## config.mk

```make
export PLATFORM = sky130hd
export DESIGN_NAME = rx_polarity_fixer
export DESIGN_NICKNAME = d
export VERILOG_FILES = /design/src/rtl/rxpol_pkg.sv /design/src/rtl/rxpol_evcount.sv /design/src/rtl/rxpol_failtimer.sv /design/src/rtl/rxpol_state.sv /design/src/rtl/rx_polarity_fixer.sv
export SDC_FILE = /design/constraint.sdc
export NUM_CORES = 1
export LEC_CHECK = 0
export ABC_AREA = 1
export CORE_ASPECT_RATIO = 1.25
export CORE_UTILIZATION = 51
export CTS_CLUSTER_DIAMETER = 60
export DETAILED_ROUTE_END_ITERATION = 7
export GPL_TIMING_DRIVEN = 0
export PLACE_DENSITY = 0.77
export REMOVE_ABC_BUFFERS = 1
export SYNTH_ARGS = -nofsm -noshare
export SYNTH_HDL_FRONTEND = slang
export SYNTH_SLANG_ARGS = --single-unit
```

## constraint.sdc

```tcl
create_clock -name clk -period 1.4 [get_ports clk]
set_clock_uncertainty 0.15 [all_clocks]
set_input_delay 0.14 -clock clk [delete_from_list [all_inputs] [get_ports clk]]
set_output_delay 0.14 -clock clk [all_outputs]
set_load 0.02 [all_outputs]
```

## src/rtl/rxpol_pkg.sv

```systemverilog
package rxpol_pkg;

    // Action applied to the polarity state in one cycle
    typedef enum logic [1:0] {
        ACT_KEEP    = 2'd0,
        ACT_TOGGLE  = 2'd1,
        ACT_RESTORE = 2'd2
    } pol_act_e;

    // One kind of event, already oriented against the current state
    typedef struct packed {
        logic exp_hit;
        logic opp_hit;
    } ev_pair_t;

    // Picks the wire-sense strobe that counts as "expected" for a state
    function automatic logic orient(input logic inv, input logic as_normal, input logic as_inverted);
        return inv ? as_inverted : as_normal;
    endfunction

endpackage

```

## src/rtl/rxpol_evcount.sv

```systemverilog
module rxpol_evcount
    import rxpol_pkg::*;
#(
    parameter int THRESH = 8,
    parameter int CW     = 4
) (
    input  logic          clk,
    input  logic          rst_n,
    input  logic          enable,
    input  ev_pair_t      pair,
    input  logic          flush,
    output logic          trip,
    output logic [CW-1:0] cnt
);

    localparam logic [CW-1:0] LAST = CW'(THRESH - 1);

    typedef struct packed {
        logic [CW-1:0] cnt;
    } ecnt_t;

    ecnt_t st_d, st_q;

    always_comb begin
        st_d = st_q;
        trip = enable && pair.opp_hit && !pair.exp_hit && (st_q.cnt == LAST);
        if (!enable || flush || pair.exp_hit) begin
            st_d.cnt = '0;
        end else if (pair.opp_hit) begin
            st_d.cnt = st_q.cnt + 1'b1;
        end
    end

    always_ff @(posedge clk) begin
        if (!rst_n) begin
            st_q <= '0;
        end else begin
            st_q <= st_d;
        end
    end

    assign cnt = st_q.cnt;

endmodule

```

## src/rtl/rxpol_failtimer.sv

```systemverilog
module rxpol_failtimer #(
    parameter int FAIL_CYC = 64,
    parameter int TW       = 7
) (
    input  logic          clk,
    input  logic          rst_n,
    input  logic          link_fail,
    input  logic          activity,
    output logic          expire,
    output logic [TW-1:0] cnt
);

    localparam logic [TW-1:0] LAST = TW'(FAIL_CYC - 1);

    typedef struct packed {
        logic [TW-1:0] cnt;
    } tmr_t;

    tmr_t st_d, st_q;
    logic quiet;

    always_comb begin
        st_d   = st_q;
        quiet  = link_fail && !activity;
        expire = quiet && (st_q.cnt == LAST);
        if (!quiet || expire) begin
            st_d.cnt = '0;
        end else begin
            st_d.cnt = st_q.cnt + 1'b1;
        end
    end

    always_ff @(posedge clk) begin
        if (!rst_n) begin
            st_q <= '0;
        end else begin
            st_q <= st_d;
        end
    end

    assign cnt = st_q.cnt;

endmodule

```

## src/rtl/rxpol_state.sv

```systemverilog
module rxpol_state
    import rxpol_pkg::*;
(
    input  logic     clk,
    input  logic     rst_n,
    input  pol_act_e act,
    output logic     inv
);

    typedef struct packed {
        logic inv;
    } pst_t;

    pst_t st_d, st_q;

    always_comb begin
        st_d = st_q;
        case (act)
            ACT_TOGGLE:  st_d.inv = !st_q.inv;
            ACT_RESTORE: st_d.inv = 1'b0;
            default:     st_d.inv = st_q.inv;
        endcase
    end

    always_ff @(posedge clk) begin
        if (!rst_n) begin
            st_q <= '0;
        end else begin
            st_q <= st_d;
        end
    end

    assign inv = st_q.inv;

endmodule

```

## src/rtl/rx_polarity_fixer.sv

```systemverilog
module rx_polarity_fixer
    import rxpol_pkg::*;
#(
    parameter int LP_THRESH  = 8,
    parameter int EOF_THRESH = 4,
    parameter int FAIL_CYC   = 1920000,
    parameter int DW         = 1
) (
    input  logic          clk,
    input  logic          rst_n,
    input  logic          lt_enable,
    input  logic          link_fail,
    input  logic          lp_norm,
    input  logic          lp_inv,
    input  logic          eof_norm,
    input  logic          eof_inv,
    input  logic          data_valid,
    input  logic [DW-1:0] rx_data_in,
    output logic [DW-1:0] rx_data_out,
    output logic          pol_inv,
    output logic          pol_status
);

    localparam int MAX_TH  = (LP_THRESH > EOF_THRESH) ? LP_THRESH : EOF_THRESH;
    localparam int CW      = $clog2(MAX_TH + 1);
    localparam int TW      = $clog2(FAIL_CYC + 1);
    localparam int N_KINDS = 2;

    logic           inv;
    ev_pair_t       pair    [N_KINDS];
    logic           kind_en [N_KINDS];
    logic [CW-1:0]  ev_cnt  [N_KINDS];
    logic [N_KINDS-1:0] trip;
    logic           expire;
    logic [TW-1:0]  fail_cnt;
    logic           flush;
    logic           activity;
    pol_act_e       act;

    // Orient wire-sense strobes against the polarity in force
    always_comb begin
        pair[0].exp_hit = orient(inv, lp_norm, lp_inv);
        pair[0].opp_hit = orient(inv, lp_inv, lp_norm);
        pair[1].exp_hit = orient(inv, eof_norm, eof_inv);
        pair[1].opp_hit = orient(inv, eof_inv, eof_norm);
        kind_en[0]      = lt_enable;
        kind_en[1]      = 1'b1;
        activity        = data_valid || lp_norm || lp_inv;
    end

    // Kind 0: link pulses, kind 1: frame ends
    for (genvar g = 0; g < N_KINDS; g++) begin : g_ev
        localparam int TH = (g == 0) ? LP_THRESH : EOF_THRESH;
        rxpol_evcount #(
            .THRESH (TH),
            .CW     (CW)
        ) cnt_i (
            .clk    (clk),
            .rst_n  (rst_n),
            .enable (kind_en[g]),
            .pair   (pair[g]),
            .flush  (flush),
            .trip   (trip[g]),
            .cnt    (ev_cnt[g])
        );
    end

    rxpol_failtimer #(
        .FAIL_CYC (FAIL_CYC),
        .TW       (TW)
    ) tmr_i (
        .clk       (clk),
        .rst_n     (rst_n),
        .link_fail (link_fail),
        .activity  (activity),
        .expire    (expire),
        .cnt       (fail_cnt)
    );

    // Timeout has priority over an evidence toggle
    always_comb begin
        flush = expire || (|trip);
        if (expire) begin
            act = ACT_RESTORE;
        end else if (|trip) begin
            act = ACT_TOGGLE;
        end else begin
            act = ACT_KEEP;
        end
    end

    rxpol_state st_i (
        .clk   (clk),
        .rst_n (rst_n),
        .act   (act),
        .inv   (inv)
    );

    assign pol_inv     = inv;
    assign pol_status  = inv;
    assign rx_data_out = rx_data_in ^ {DW{inv}};

endmodule

```

# Word level (Yosys, flattened, before mapping)

Index checks and enable logic that the tools add are counted.
Widths: inputs -> output; s select.

Bits in registers: 30

$add $sub $neg: 3
Eq/ne operators: 5
Mux-type cells: 7
Bitwise logic cells: 2
Reduce and logical (&&, ||, !) cells: 25

Operator list:

| operator              | count |
|---|---|
| $add 21x1->21 const B | 1 |
| $eq 21x21->1 const B  | 1 |
| $add 4x1->4 const B   | 2 |
| $reduce_or 2->1       | 4 |
| $logic_and 1x1->1     | 7 |
| $logic_or 1x1->1      | 7 |
| $logic_not 1->1       | 6 |
| $mux 1                | 5 |
| $eq 4x2->1 const B    | 1 |
| $eq 4x3->1 const B    | 1 |
| $eq 2x1->1 const B    | 1 |
| $eq 2x2->1 const B    | 1 |
| $mux 2                | 1 |
| $pmux 1 s2            | 1 |
| $reduce_bool 2->1     | 1 |
| $not 1->1             | 1 |
| $xor 1x1->1           | 1 |

# Longest topological paths before layout

Gate-level depths: netlist of run 1.

Depth in word-level cells: 9
Gate-level depth with buffers: 9
Depth with buffers taken out: 8

# Cells and area by module

A second synthesis of run 1 with hierarchy kept.

Cell total of the unflattened synthesis: 256
Area total of the unflattened synthesis: 1,755.4 um^2

By module, submodules not included:

| module                        | instances | cells each | area an instance (um^2) | seq. area each (um^2) |
|---|---|---|---|---|
| rxpol_failtimer               | 1         | 163        | 1,192.4                 | 420.4 |
| rxpol_evcount (g_ev[1].cnt_i) | 1         | 29         | 205.2                   | 80.1 |
| rxpol_evcount (g_ev[0].cnt_i) | 1         | 29         | 197.7                   | 80.1 |
| rx_polarity_fixer             | 1         | 26         | 101.3                   | 0.0 |
| rxpol_state                   | 1         | 9          | 58.8                    | 20.0 |

# Worst setup path before layout of run 1

OpenSTA, ideal clock, no wires.

Path type: flip-flop to flip-flop
Start: register tmr_i.st_q (netlist bit tmr_i.cnt[0])
End: register tmr_i.st_q (netlist bit tmr_i.cnt[17])
Setup time: 0.116 ns
Arrival time: 1.273 ns
Data required time: 1.134 ns
Path slack: -0.139 ns
Stages on the path, launching flop included: 10
Period minus slack after synthesis: 1.539 ns
Cells stage by stage: dfxtp_1 > ha_1 > nand2_2 > nor2_4 > nand2_4 > inv_2 > nand2_1 > nand3_2 > buf_4 > a21oi_1

Word-level cells in the longest chain between the ends: 4
Elaborated cells between the ends (all ways): 5
Classes of those cells: add/sub: 1; eq/ne: 1; reduce/logical: 3

RTL lines:

| what                                                  | line                  | RTL |
|---|---|---|
| start: declaration                                    | rxpol_failtimer.sv:19 | `tmr_t st_d, st_q;` |
| start signal: assignment                              | rxpol_failtimer.sv:37 | `st_q <= st_d;` |
| branches (longest 4 deep; another with $add 21x1->21) | n/a                   |  |

Several ways; the timed one is not identified.
A chain may end at the register's enable or synchronous reset.

# Worst setup path after layout of run 1

Start: register tmr_i.st_q (netlist bit tmr_i.cnt[0])
End: register tmr_i.st_q (netlist bit tmr_i.cnt[12])

Same word-level chain as after synthesis.

==> results.ini, run 1 <==
[outcome]
status=finished, violations left
violations=setup timing

[flow_run]
drv_cap=0

[synth]
ys_types=29
synth_edf_count=0
synth_fa_ha_area_frac=0.0231
synth_most_common_cell=nand2_1
muxShareOfSynthArea=0.0139
synth_top_area_cell=dfxtp_1
synth_compound_area_frac=0.0478
syn-instance-count=231
ys_warn_count=0
async_flop_share=0
synth_area_leaders=dfxtp_1 (37%), nand2_1 (12%), nor2_1 (9.9%)
syn_area_um2=1620
synthTopCellsByCount=nand2_1 (51), nor2_1 (43), dfxtp_1 (30)
synth-simple-area-share=0.391
synth_flop_cell=dfxtp_1
synth_xor_xnor_area_share=0.0756
yosysSeqAreaShare=0.370
ys_ff_latch=30
avgSynthCellArea_um2=7.03
synth_top_family_by_area=simple AND/OR/NAND/NOR gates
netlist.area_leader.share=0.370

[layout]
antenna_cells=0
nets=282
drive_above_1_share=0.375
final_area_um2=2250
areaGrowthSynthToFinish_pct=38.7

[grt]
track_usage=0.271
grt_antenna_before_repair=0
gr-total-overflow=0
grt_start_max_net_pins=10
grt_pass1_wl_mm=6.71
grt_pass1_vias=1620

[timing]
period_needed_ns=1.54
fin_tns_setup_ns=-2.22
slew_viol_final=0
fmax_mhz=651
fin_hold_ws_ns=0.328
max_slew_margin=0.607
rsz0062_at_grt=yes
post-route-period-util=1.10
finalWorstSetupSlack_ns=-0.137
finalHoldViolations=0
setup_viol=31
worstMarginPinSlew_ns=0.588

[min_path]
holdPathEnd=tmr_i.cnt[20]
hold-path-cell-count=2
hold_path_class=reg2reg
hp-start=tmr_i.cnt[20]

[placed_design]
gp_congestion=0.799
place_area_um2=1760
dp_slack_ns=-0.533
dp_hpwl_mm=2.18
port_buffers=12

[route]
drtAntennaViolNets=0
wirelength_mm=4.35
drc_errors=0
vias_per_cell=5.39
drtIter0Drc=58
dr.pass1.iters=4
vias=1644
wl_per_cell_um=14.2

[clock_tree]
h-tree-depth=2
clk_latency_ns=0.34
root_buffer=clkbuf_4
cts.sink_count=30
holdBufCountCts=0
clockBufferDepth=2
cts_buffers=5
clkSlewWorstSetupHoldPaths_ns=0.10
cts_tree=yes

[pwr]
p_int_mw=1.08
combPwrFrac=0.063
switching_power_mw=0.336
seq_power_share=0.602
power.density_nw_per_um2=630
leakagePower_nw=0.779
clkPwrFrac=0.335
power.share.switching=0.236
ir_drop_mv=0.727

[setup_path]
cpMostUsedCell=nand2_4
cp_slowest_stage_delay_ns=0.37
cp.required_ns=1.51
path_cells=ha_4, nand2_4, nor2_4, nand2_4, buf_4, nor3_2, or2_2, a21oi_2
rr_startpoint=tmr_i.cnt[0]
cp_data_arrival_time_ns=1.65
path_max_fanout=5
slowest_stage=dfxtp_4
rr_endpoint=tmr_i.cnt[12]
crit_type=reg2reg
r2r_slack_ns=-0.14
r2r_cells=8
cp_num_buf_inv=1
end_kind=register
crit_family=simple AND/OR/NAND/NOR gates
start_kind=register

[floorplan]
die_h_um=65.1
dieArea_um2=3410
rows=22
start_util=0.546
io_pins=13
die_x_um=52.5
fp.coreArea_um2=2970

==> worst min-delay path, delay by kind of cell, from the launching register on <==
kind             cells  cell delay, ns
flip-flops           1            0.32
AND/OR/NAND/NOR      1            0.07
AO/OA/AOI/OAI        1            0.04
==> area by class of cell <==
cell class,count,area [um2]
Fill cell,216,722
Inverter,26,103
Tap cell,36,45.0
Timing Repair Buffer,32,273
Multi-Input combinational cell,174,1160
Sequential cell,30,626
Clock buffer,7,45.0
==> logic make-up after synthesis <==
| logic type | Yosys count |
|---|---|
| adders and majority gates | 3 |
| xor gates and xnor gates | 14 |
| DFF | 30 |
| muxes | 2 |
| AOI/OAI and AO/OA | 14 |
| buffers and inverters | 30 |
| and+or+nand+nor | 138 |
==> per-stage QoR <==
step,utilization,power (mW),instances
floorplan,-,0.913,227
global placement,0.591,0.950,275
detailed placement,0.591,0.951,275
CTS,0.699,1.42,295
global route,0.757,1.47,305
finish,0.757,1.42,305
==> layer usage <==
layer / share of wire / global-route usage
met5: 0 / 0
met2: 0.53 / 0.492
met4: 0.042 / 0.158
met3: 0.046 / 0.0587
met1: 0.38 / 0.272
==> power groups by stage <==
stage | combinational (mW) | sequential, mW | clock, mW
floorplan | 0.0336 | 0.879 | 0
global placement | 0.0703 | 0.879 | 0
detailed placement | 0.0710 | 0.880 | 0
CTS | 0.0842 | 0.856 | 0.477
global route | 0.0989 | 0.854 | 0.521
finish | 0.0899 | 0.854 | 0.476
==> layout by cell type (no fill, tap or decap), drive strengths merged <==
master / Yosys / final
nand3: 11 / 14
and3: 1 / 1
o21ai: 2 / 2
xnor2: 4 / 4
a21oi: 12 / 12
dfxtp: 30 / 30
clkbuf: 0 / 9
nor2: 46 / 46
nor3: 7 / 7
or2: 4 / 4
nand4: 7 / 7
inv: 26 / 26
or3: 1 / 1
clkdlybuf4s50: 0 / 9
mux2: 2 / 2
and2: 1 / 1
ha: 3 / 3
buf: 4 / 21
xor2: 10 / 10
nand2: 57 / 57
nand3b: 3 / 3
==> sequential cells by signal (all words and copies together), names as in the netlist <==
signal,cells
tmr_i.cnt,21
g_ev.cnt_i.cnt,8
st_i.inv,1
==> how the worst max path moves through the flow <==
stage / from / end / slack (ns) / cells past startpoint
after floorplan: st_i.inv / g_ev[0].cnt_i.cnt[0] / -0.24 / 8
after global placement: lp_inv / tmr_i.cnt[12] / -0.49 / 4
after detailed placement: lp_inv / tmr_i.cnt[13] / -0.53 / 4
after CTS: tmr_i.cnt[0] / tmr_i.cnt[12] / -0.11 / 8
after global routing: tmr_i.cnt[0] / tmr_i.cnt[12] / -0.22 / 8
final: tmr_i.cnt[0] / tmr_i.cnt[12] / -0.14 / 8
==> repair_timing <==
action                                  in CTS  in global routing
setup buffers                               10                 10
endpoints found under the setup margin      33                 31
gates cloned                                 3                  0
gates resized for setup                     48                 40
endpoints found under the hold margin        0                  0
pin swaps                                    7                 21
Note: power is estimated with default switching activity, not from simulation.
==> run 2, diff against run 1 <==
Settings changed: CORE_MARGIN set to 3, SLEW_MARGIN set to 15.
==> run 2 against run 1 <==
Setup slack got worse by 0.012 ns. Worst hold slack improved by 0.0041 ns. The flow still finishes with violations (setup timing). First-iteration DRC count increased by 72%. Fmax decreased by 0.80%. Largest power group unchanged. Sequential share of layout area decreased by 0.37 points.
==> results.ini, run 2 (synthesized netlist as in run 1, its figures left out) <==
[placed_design]
dp_slack_ns=-0.484
place_area_um2=1760
dp_hpwl_mm=2.20
port_buffers=12
gp_congestion=0.819

[floorplan]
die_h_um=69.1
dieArea_um2=3900
rows=22
die_x_um=56.5
io_pins=13
fp.coreArea_um2=3000
start_util=0.541

[min_path]
holdPathEnd=tmr_i.cnt[20]
hold_path_class=reg2reg
hp-start=tmr_i.cnt[20]
hold-path-cell-count=2

[timing]
rsz0062_at_grt=yes
setup_viol=30
max_slew_margin=0.640
fin_hold_ws_ns=0.332
finalHoldViolations=0
fmax_mhz=645
finalWorstSetupSlack_ns=-0.149
slew_viol_final=0
post-route-period-util=1.11
period_needed_ns=1.55
fin_tns_setup_ns=-2.10
worstMarginPinSlew_ns=0.538

[route]
vias_per_cell=5.69
wl_per_cell_um=15.3
vias=1723
drtIter0Drc=100
drc_errors=0
dr.pass1.iters=7
drtAntennaViolNets=0
wirelength_mm=4.65

[setup_path]
crit_family=simple AND/OR/NAND/NOR gates
cp_data_arrival_time_ns=1.66
path_max_fanout=3
path_cells=nand2_2, nor2_2, nand4_1, nor2_2, nand3_1, a21oi_1
slowest_stage=dfxtp_1
r2r_cells=6
crit_type=reg2reg
cp_num_buf_inv=0
cp.required_ns=1.52
end_kind=register
rr_startpoint=tmr_i.cnt[7]
start_kind=register
cp_slowest_stage_delay_ns=0.40
cpMostUsedCell=nor2_2
rr_endpoint=tmr_i.cnt[18]
r2r_slack_ns=-0.15

[grt]
grt_antenna_before_repair=0
grt_pass1_vias=1625
grt_pass1_wl_mm=6.83
grt_start_max_net_pins=10
gr-total-overflow=0
track_usage=0.219

[layout]
final_area_um2=2290
areaGrowthSynthToFinish_pct=41.4
antenna_cells=0
nets=280
final_common_cell=nand2_1
drive_above_1_share=0.404
layout_common_cells=nand2_1 (40), nor2_1 (27), inv_1 (24)
largest_reg_flops=21

[outcome]
status=finished, violations left
violations=setup timing

[clock_tree]
h-tree-depth=2
root_buffer=clkbuf_4
cts_buffers=5
clockBufferDepth=2
holdBufCountCts=0
cts_tree=yes
clk_latency_ns=0.33
cts.sink_count=30
clkSlewWorstSetupHoldPaths_ns=0.09

[pwr]
power.density_nw_per_um2=619
leakagePower_nw=0.856
ir_drop_mv=0.670

[flow_run]
drv_cap=0

-- run 2: cell count changes in the layout (fill, tap and decap cells not counted), moves of 2 or more --
cell	change
nor2_2	+3
buf_4	-2
inv_4	+2
nand3_2	+2
inv_2	-2
nor3_2	-3
nor3_4	+3
nand2_1	-6
nor2_1	-3
nand2_4	+7
-- run 2: repair_timing --
action,4_1_cts,5_1_grt
setup endpoints to repair,33,33
buffers inserted,7,12
pin swaps,8,22
gates resized for setup,43,62
cloned,3,0
-- run 2: where the power goes --
group          switching (mW)  internal [mW]
clock                   0.278          0.189
combinational          0.0506         0.0508
sequential            0.00333          0.848
-- run 2: worst register-to-register path: cells and delay by family (launching register included) --
kind,cells,cell delay (ns)
DFF,1,0.40
AOI/OAI and AO/OA,1,0.15
and+or+nand+nor,5,0.78
-- run 2: worst max path at each step --
| stage | cells after the start | from | end | slack, ns |
|---|---|---|---|---|
| 6_report | 6 | tmr_i.cnt[7] | tmr_i.cnt[18] | -0.15 |
| 5_1_grt | 8 | st_i.inv | g_ev[0].cnt_i.cnt[0] | -0.20 |
| 4_1_cts | 8 | tmr_i.cnt[1] | g_ev[0].cnt_i.cnt[2] | -0.1 |
| 3_5_place_dp | 5 | link_fail | tmr_i.cnt[13] | -0.48 |
| 3_3_place_gp | 4 | lp_inv | tmr_i.cnt[2] | -0.48 |
| 2_1_floorplan | 8 | st_i.inv | g_ev[0].cnt_i.cnt[0] | -0.24 |
-- run 2: metrics by stage --
step / cells / utilization / power [mW]
after floorplan: 227 / - / 0.913
after global placement: 275 / 0.586 / 0.950
after detailed placement: 275 / 0.586 / 0.951
after CTS: 292 / 0.681 / 1.41
after global routing: 303 / 0.765 / 1.47
final: 303 / 0.765 / 1.42
-- run 2: layer usage --
metal / global-route usage / wire length, um
met1: 0.226 / 1610
met2: 0.369 / 2380
met5: 0 / 0
met4: 0.142 / 297
met3: 0.0712 / 352
-- run 2: cell type report --
cell class                 instances  area [um2]
timing repair buffer              30         255
fill                             208         706
sequential                        30         629
clock buffer                       7        45.0
tap                               36        45.0
multi-input combinational        174        1220
inverter                          26         103
==> run 3, diff against run 2 <==
Settings changed: TNS_END_PERCENT set to 50.
==> run 3 against run 2 <==
The run still ends with setup timing left. Combinational power barely moved. Routed wire length decreased by 5.5%. Register-to-register slack gained 0.04 ns. Global-route usage down 0.35 points. Worst hold slack lost 0.0032 ns. Clock-buffer cell count stayed put. Critical endpoint is now tmr_i.cnt[12]. Largest power group unchanged.
==> results.ini, run 3 (synthesized netlist as in run 1, its figures left out) <==
[floorplan]
dieArea_um2=3900
io_pins=13
rows=22
die_h_um=69.1
fp.coreArea_um2=3000
die_x_um=56.5
start_util=0.541

[setup_path]
cp_data_arrival_time_ns=1.62
slowest_stage=dfxtp_4
cpMostUsedCell=nand2_4
crit_type=reg2reg
path_cells=ha_4, nand2_4, nor2_4, nand2_4, buf_4, nor3_4, or2_2, a21oi_1
path_max_fanout=4
rr_startpoint=tmr_i.cnt[0]
cp_slowest_stage_delay_ns=0.36
cp_num_buf_inv=1
cp.required_ns=1.51
crit_family=simple AND/OR/NAND/NOR gates
start_kind=register
end_kind=register
startpoint=tmr_i.cnt[0]

[placed_design]
gp_congestion=0.819
place_area_um2=1760
port_buffers=12
dp_hpwl_mm=2.20

[pwr]
power.share.switching=0.230
leakagePower_nw=0.857
switching_power_mw=0.325
ir_drop_mv=0.665
p_int_mw=1.09
power.density_nw_per_um2=621
combPwrFrac=0.071
clkPwrFrac=0.326
p_total_mw=1.41
seq_power_share=0.603

[outcome]
status=finished, violations left
violations=setup timing

[layout]
final_common_cell=nand2_1
final_area_um2=2270
antenna_cells=0
nets=278
areaGrowthSynthToFinish_pct=40.1
postLayoutCoreUtil=0.758
drive_above_1_share=0.374
layout_common_cells=nand2_1 (42), nor2_1 (29), inv_1 (24)
largest_reg_flops=21

[route]
drc_errors=0
wl_per_cell_um=14.6
wl_met1_mm=1.56
wl_met2_mm=2.31
vias=1659
wl_met3_um=282
drtAntennaViolNets=0
drtIter0Drc=87
wirelength_mm=4.39
vias_per_cell=5.51
dr.pass1.iters=4
highest_layer=met4

[clock_tree]
clk_latency_ns=0.32
h-tree-depth=2
cts.sink_count=30
root_buffer=clkbuf_4
holdBufCountCts=0
cts_buffers=5
clkSlewWorstSetupHoldPaths_ns=0.08
clockBufferDepth=2
cts_tree=yes

[timing]
finalHoldViolations=0
max_slew_margin=0.639
fin_hold_ws_ns=0.329
period_needed_ns=1.51
fmax_mhz=663
slew_viol_final=0
rsz0062_at_grt=yes
worstMarginPinSlew_ns=0.540
setup_viol=30
fin_tns_setup_ns=-1.43
post-route-period-util=1.08
finalWorstSetupSlack_ns=-0.109

[grt]
grt_pass1_vias=1638
track_usage=0.215
grt_start_max_net_pins=10
grt_pass1_wl_mm=6.76
grt_antenna_before_repair=0
gr-total-overflow=0

[min_path]
hold_path_class=reg2reg
hp-start=tmr_i.cnt[20]

[flow_run]
drv_cap=0

## run 3: cell types whose count changed in the layout (fill, tap and decap cells not counted), moves of 2 or more
| cell | before | now |
|---|---|---|
| buf_4 | 15 | 13 |
| dfxtp_1 | 15 | 17 |
| dfxtp_2 | 11 | 9 |
| nand2_1 | 40 | 42 |
| nand2_2 | 7 | 4 |
| nor2_1 | 27 | 29 |
| nor2_2 | 14 | 11 |
## run 3: through the flow
stage	instances	setup slack (ns)
after global placement	275	-0.476
after detailed placement	275	-0.484
after floorplan	227	-0.244
after CTS	292	-0.133
after global routing	301	-0.200
final	301	-0.109
## run 3: cell type report
class / instances / area, um2
clock buffers: 7 / 45.0
fillers: 215 / 727
inverters: 26 / 103
multi-input cells: 174 / 1200
flip-flops and latches: 30 / 627
well taps: 36 / 45.0
repair buffers: 28 / 249
## run 3: timing repair
action | CTS | global route
setup endpoints to repair | 33 | 33
buffers inserted | 7 | 10
cloned | 3 | 0
pin swaps | 7 | 19
gates resized for setup | 38 | 60
## run 3: path summary, 6_finish.rpt
kind                   endpoint  slack (ns)  depth (start not counted)
setup / recovery  tmr_i.cnt[12]       -0.11                          8
hold / removal    tmr_i.cnt[20]        0.33                          2
setup reg to reg  tmr_i.cnt[12]       -0.11                          8
hold reg to reg   tmr_i.cnt[20]        0.33                          2
## run 3: worst min-delay path: cells and delay by family (launching register included)
family           cells  cell delay [ns]
flip-flops           1             0.31
AO/OA/AOI/OAI        1             0.05
AND/OR/NAND/NOR      1             0.08
## run 3: per-layer routing
layer  GRT usage  vias to the layer above
met5           0                        -
met2       0.370                       69
met4       0.132                        0
li1            -                      810
met3      0.0618                       30
met1       0.224                      750
## run 3: power groups by stage
stage / registers, mW / logic [mW] / clock network [mW]
detailed placement: 0.880 / 0.0713 / 0
global route: 0.853 / 0.110 / 0.510
global placement: 0.880 / 0.0705 / 0
CTS: 0.858 / 0.0850 / 0.470
finish: 0.852 / 0.101 / 0.460
floorplan: 0.879 / 0.0336 / 0
